### config.mk
export PLATFORM = sky130hd
export DESIGN_NAME = serial_adder
export DESIGN_NICKNAME = d
export VERILOG_FILES = /design/src/rtl/serial_adder_pkg.sv /design/src/rtl/serial_adder_shreg.sv /design/src/rtl/serial_adder_ctrl.sv /design/src/rtl/serial_adder.sv
export SDC_FILE = /design/constraint.sdc
export NUM_CORES = 1
export LEC_CHECK = 0
export ABC_AREA = 1
export BUFFER_PORTS_ARGS = -buffer_cell sky130_fd_sc_hd__buf_2
export CAP_MARGIN = 20
export CORE_ASPECT_RATIO = 1.75
export CORE_UTILIZATION = 25
export DETAILED_ROUTE_END_ITERATION = 7
export SLEW_MARGIN = 10
export SYNTH_ARGS = -nofsm -noshare
export SYNTH_HDL_FRONTEND = slang
export SYNTH_SLANG_ARGS = --single-unit
### constraint.sdc
create_clock -name clk -period 2.6 [get_ports clk]
set_input_delay 0.13 -clock clk [delete_from_list [all_inputs] [get_ports clk]]
set_output_delay 0.13 -clock clk [all_outputs]
set_load 0.01 [all_outputs]
### src/rtl/serial_adder_pkg.sv
package serial_adder_pkg;

  typedef enum logic {
    ST_IDLE = 1'b0,
    ST_RUN  = 1'b1
  } sadd_state_t;

  function automatic logic fa_sum(input logic x, input logic y, input logic ci);
    return x ^ y ^ ci;
  endfunction

  function automatic logic fa_carry(input logic x, input logic y, input logic ci);
    return (x & y) | (x & ci) | (y & ci);
  endfunction

endpackage

### src/rtl/serial_adder_shreg.sv
module serial_adder_shreg #(
  parameter int W = 8
) (
  input  logic         clk,
  input  logic         rst_n,
  input  logic         en,
  input  logic         sel_par,
  input  logic         ser_in,
  input  logic [W-1:0] par_in,
  output logic [W-1:0] q,
  output logic         ser_out
);

  logic [W-1:0] nxt;

  // select 1 takes the parallel word, select 0 shifts right with ser_in at the top
  always_comb begin
    if (sel_par) nxt = par_in;
    else         nxt = {ser_in, q[W-1:1]};
  end

  always_ff @(posedge clk or negedge rst_n) begin
    if (!rst_n)  q <= '0;
    else if (en) q <= nxt;
  end

  assign ser_out = q[0];

  p_shift_right_r11: assert property (@(posedge clk) disable iff (!rst_n)
    (en && !sel_par) |=> (q[W-2:0] == $past(q[W-1:1])));

  p_hold_r9: assert property (@(posedge clk) disable iff (!rst_n)
    !en |=> $stable(q));

endmodule

### src/rtl/serial_adder_ctrl.sv
module serial_adder_ctrl
  import serial_adder_pkg::*;
#(
  parameter int W = 8
) (
  input  logic clk,
  input  logic rst_n,
  input  logic start,
  input  logic ld_a,
  input  logic ld_b,
  output logic en_a,
  output logic en_b,
  output logic sel_a,
  output logic sel_b,
  output logic clr_carry,
  output logic run,
  output logic busy,
  output logic done
);

  localparam int CW = (W > 2) ? $clog2(W) : 1;
  localparam logic [CW-1:0] LAST = CW'(W - 1);

  sadd_state_t  state;
  logic [CW-1:0] cnt;
  logic          idle;
  logic          accept;
  logic          clr_cnt;
  logic          term;

  assign idle      = (state == ST_IDLE);
  assign run       = (state == ST_RUN);
  assign accept    = idle && start;
  assign clr_carry = accept;
  assign clr_cnt   = accept;
  assign term      = run && (cnt == LAST);

  // selects are 1 only for an idle load; during the run both registers shift
  assign sel_a = idle && ld_a;
  assign sel_b = idle && ld_b;
  assign en_a  = run || sel_a;
  assign en_b  = run || sel_b;
  assign busy  = run;

  always_ff @(posedge clk or negedge rst_n) begin
    if (!rst_n) begin
      state <= ST_IDLE;
      cnt   <= '0;
      done  <= 1'b0;
    end else begin
      done <= term;
      if (clr_cnt)   cnt <= '0;
      else if (term) cnt <= '0;
      else if (run)  cnt <= cnt + 1'b1;
      if (accept)    state <= ST_RUN;
      else if (term) state <= ST_IDLE;
    end
  end

  p_cnt_idle_zero_r3: assert property (@(posedge clk) disable iff (!rst_n)
    idle |-> (cnt == '0));

  p_done_single_r4: assert property (@(posedge clk) disable iff (!rst_n)
    done |=> !done);

  p_done_not_busy_r4: assert property (@(posedge clk) disable iff (!rst_n)
    done |-> !busy);

  p_start_ignored_r8: assert property (@(posedge clk) disable iff (!rst_n)
    (run && start && (cnt != LAST)) |=> (run && (cnt == $past(cnt) + 1'b1)));

endmodule

### src/rtl/serial_adder.sv
module serial_adder
  import serial_adder_pkg::*;
#(
  parameter int W = 8
) (
  input  logic         clk,
  input  logic         rst_n,
  input  logic         ld_a,
  input  logic [W-1:0] din_a,
  input  logic         ld_b,
  input  logic [W-1:0] din_b,
  input  logic         start,
  output logic         busy,
  output logic         done,
  output logic         cout,
  output logic [W-1:0] a_q,
  output logic [W-1:0] b_q
);

  logic en_a, en_b, sel_a, sel_b, clr_carry, run;
  logic bit_a, bit_b, sum_bit, carry_q, carry_d;

  serial_adder_ctrl #(.W(W)) u_ctrl (
    .clk       (clk),
    .rst_n     (rst_n),
    .start     (start),
    .ld_a      (ld_a),
    .ld_b      (ld_b),
    .en_a      (en_a),
    .en_b      (en_b),
    .sel_a     (sel_a),
    .sel_b     (sel_b),
    .clr_carry (clr_carry),
    .run       (run),
    .busy      (busy),
    .done      (done)
  );

  assign sum_bit = fa_sum(bit_a, bit_b, carry_q);
  assign carry_d = fa_carry(bit_a, bit_b, carry_q);

  // accumulator: sum bit enters at the top
  serial_adder_shreg #(.W(W)) u_reg_a (
    .clk     (clk),
    .rst_n   (rst_n),
    .en      (en_a),
    .sel_par (sel_a),
    .ser_in  (sum_bit),
    .par_in  (din_a),
    .q       (a_q),
    .ser_out (bit_a)
  );

  // addend: recirculates its own LSB so it is intact after W shifts
  serial_adder_shreg #(.W(W)) u_reg_b (
    .clk     (clk),
    .rst_n   (rst_n),
    .en      (en_b),
    .sel_par (sel_b),
    .ser_in  (bit_b),
    .par_in  (din_b),
    .q       (b_q),
    .ser_out (bit_b)
  );

  always_ff @(posedge clk or negedge rst_n) begin
    if (!rst_n)         carry_q <= 1'b0;
    else if (clr_carry) carry_q <= 1'b0;
    else if (run)       carry_q <= carry_d;
  end

  assign cout = carry_q;

  // operand snapshot taken when a run is accepted, used by the checks below
  logic [W-1:0] snap_a, snap_b;
  logic [W:0]   snap_sum;

  always_ff @(posedge clk or negedge rst_n) begin
    if (!rst_n) begin
      snap_a <= '0;
      snap_b <= '0;
    end else if (clr_carry) begin
      snap_a <= a_q;
      snap_b <= b_q;
    end
  end

  assign snap_sum = {1'b0, snap_a} + {1'b0, snap_b};

  p_sum_r5: assert property (@(posedge clk) disable iff (!rst_n)
    done |-> (a_q == snap_sum[W-1:0]));

  p_b_restored_r6: assert property (@(posedge clk) disable iff (!rst_n)
    done |-> (b_q == snap_b));

  p_cout_r7: assert property (@(posedge clk) disable iff (!rst_n)
    done |-> (cout == snap_sum[W]));

  p_carry_cleared_r10: assert property (@(posedge clk) disable iff (!rst_n)
    $rose(busy) |-> (carry_q == 1'b0));

endmodule

==> metrics.yaml <==
status: "finished, final reports clean"
setup_viol: 0
finalHoldViolations: 0
grt_first_pass_wirelength_um: 4020
cts.clk_slew.worst_paths_ps: 80
placedCellCount: 199
io_pins: 40
antenna_found_initial: 0
synth_fa_ha_area_frac: 0.0442
place_congestion: 0.728
die_area_sq_mm: 0.00434
clock-sinks: 22
drive_above_1_share: 0.282
p_leak_nw: 0.689
synth_top_area_frac: 0.541
whs_ps: 109
critPathRequiredTime_ps: 2740
drtIter0Drc: 19
slew_headroom: 0.511
wire_per_inst_um: 11.4
cap_violations: 0
antenna_cells: 0
min_period_over_period: 0.565
clock_latency_ps: 260
htreeDepth: 1
syn_nets: 143
rows: 30
crit_arrival_ps: 1610
tightest_slew_ps: 734
crit_path_start_kind: "register"
nNetsFinal: 181
fin_cells: 204
syn_area_per_cell_sq_um: 8.56
synth_warnings: 0
globalRouteOverflowTotal: 0
syn_area_sq_mm: 0.00102
dp_hpwl_um: 1760
fp.dieW_um: 50.3
ys_seq_elements: 22
numCtsBuffers: 3
rsz0062_at_grt: "no"
power_density_mw_per_mm2: 1230
dpl_cell_area_sq_mm: 0.00122
crit_fanout: 25
min_period_ps: 1470
synth.area.mux_share: 0
synth-simple-area-share: 0.328
postSynthCellCount: 119
crit_chain: "inv_2, nand3_1, nand3_1"
hold_class: "in -> reg"
grt_usage: 0.120
synth_top_cell_by_area: "dfrtp_1"
setup_tns_ps: 0
synthXorXnorAreaFrac: 0
yosys-top-cells-area: "dfrtp_1, nand3_1, nand2_1"
finalClockSkew_ps: 7.37
syn2layout_area_growth_pct: 27.9
initial_utilization: 0.261
core_area_sq_mm: 0.00390
grt_max_degree: 26
route.vias.total: 934
synth_cell_types: 12
tritoncts: "yes"
drt-total-wl_um: 2330
yosysSeqAreaShare: 0.541
cts-root-buf: "clkbuf_8"
ir_drop_uv: 476
drv_slew: 0
drt-pass1-iter-count: 4
clock_path_buffers: 2
fmax_mhz: 681
crit_top_cell: "nand3_1"
die_height_um: 86.4
critPathMaxStageDelay_ps: 820
portBuffers: 39
fin_area_sq_mm: 0.00130
synth_top_family_by_area: "simple AND/OR/NAND/NOR gates"
drtAntennaViolNets: 0
critPathSlowestCell: "dfrtp_1"
drc: 0
grt_pass1_vias: 937
vias_per_cell: 4.58
end_kind: "register"
synth_compound_area_frac: 0.00983
crit_type: "reg -> reg"
-- through the flow --
step           utilization  power (mW)  worst slack, ps
2_1_floorplan            -        1.09             1360
3_3_place_gp         0.313        1.31             1140
3_5_place_dp         0.313        1.32             1080
4_1_cts              0.334        1.64             1070
5_1_grt              0.334        1.78              904
6_report             0.334        1.61             1130
-- metal layers --
metal / vias up / GRT usage / part of all wire
met5: - / 0 / 0
met4: 0 / 0.0701 / 0.018
met3: 4 / 0.0140 / 0.032
met2: 24 / 0.216 / 0.53
met1: 452 / 0.131 / 0.42
li1: 454 / - / -
-- area by class of cell --
| class | count | area [sq um] |
|---|---|---|
| well taps | 48 | 60.1 |
| fillers | 441 | 2600 |
| flip-flops and latches | 22 | 551 |
| inverters | 7 | 26.3 |
| repair buffers | 40 | 205 |
| multi-input cells | 83 | 389 |
| clock inverters | 1 | 30.0 |
| clock buffers | 3 | 41.3 |
-- final timing paths --
check,from,to,slack (ps),cells after the start
setup / recovery,u_ctrl.busy,u_reg_b.q[0],1130,3
setup reg to reg,u_ctrl.busy,u_reg_b.q[0],1130,3
max in group asynchronous,rst_n,u_reg_b.q[6],1890,2
hold reg to reg,u_ctrl.cnt[1],u_ctrl.cnt[1],480,2
hold / removal,din_b[7],u_reg_b.q[7],110,3
min in group asynchronous,rst_n,u_reg_a.q[7],370,2
-- cells in the mapped netlist, drive strengths merged --
master   n
o21ai    2
dfrtp   22
ha       2
fa       1
nand3   33
inv      7
buf      7
nand2   41
nor2     4
-- power by group --
group          leakage, nW  internal (mW)  switching (mW)
logic                0.384          0.267           0.341
clock network       0.0357          0.206           0.110
registers            0.269          0.512           0.172
-- critical path: cells and delay by family (launching register included) --
| kind | cells | cell delay [ps] |
|---|---|---|
| buffers and inverters | 1 | 300 |
| DFF | 1 | 820 |
| and+or+nand+nor | 2 | 240 |
-- sequential cells by signal, summed over array words and instances, names as in the netlist --
signal and count:
u_ctrl.done 1, cout 1, u_ctrl.busy 1, u_reg_a.q 8
u_ctrl.cnt 3, u_reg_b.q 8
-- placed cells by master (no fill, tap or decap), drive strengths merged --
cell type and n:
o21ai 2, ha 2, dlygate4sd3 1, nor2 4
buf 39, nand2 41, dfrtp 22, nand3 33
clkbuf 3, inv 7, bufinv 1, fa 1
-- cell families after synthesis --
family,after synthesis
buf+inv,14
fa+ha+maj,3
compound gates,2
simple gates,78
flops,22
-- repair_timing --
action	4_1_cts	5_1_grt
resized for setup	0	0
buffers inserted	0	0
hold buffers	1	0
hold endpoints to repair	22	0
Note: power is estimated with default switching activity, not from simulation.
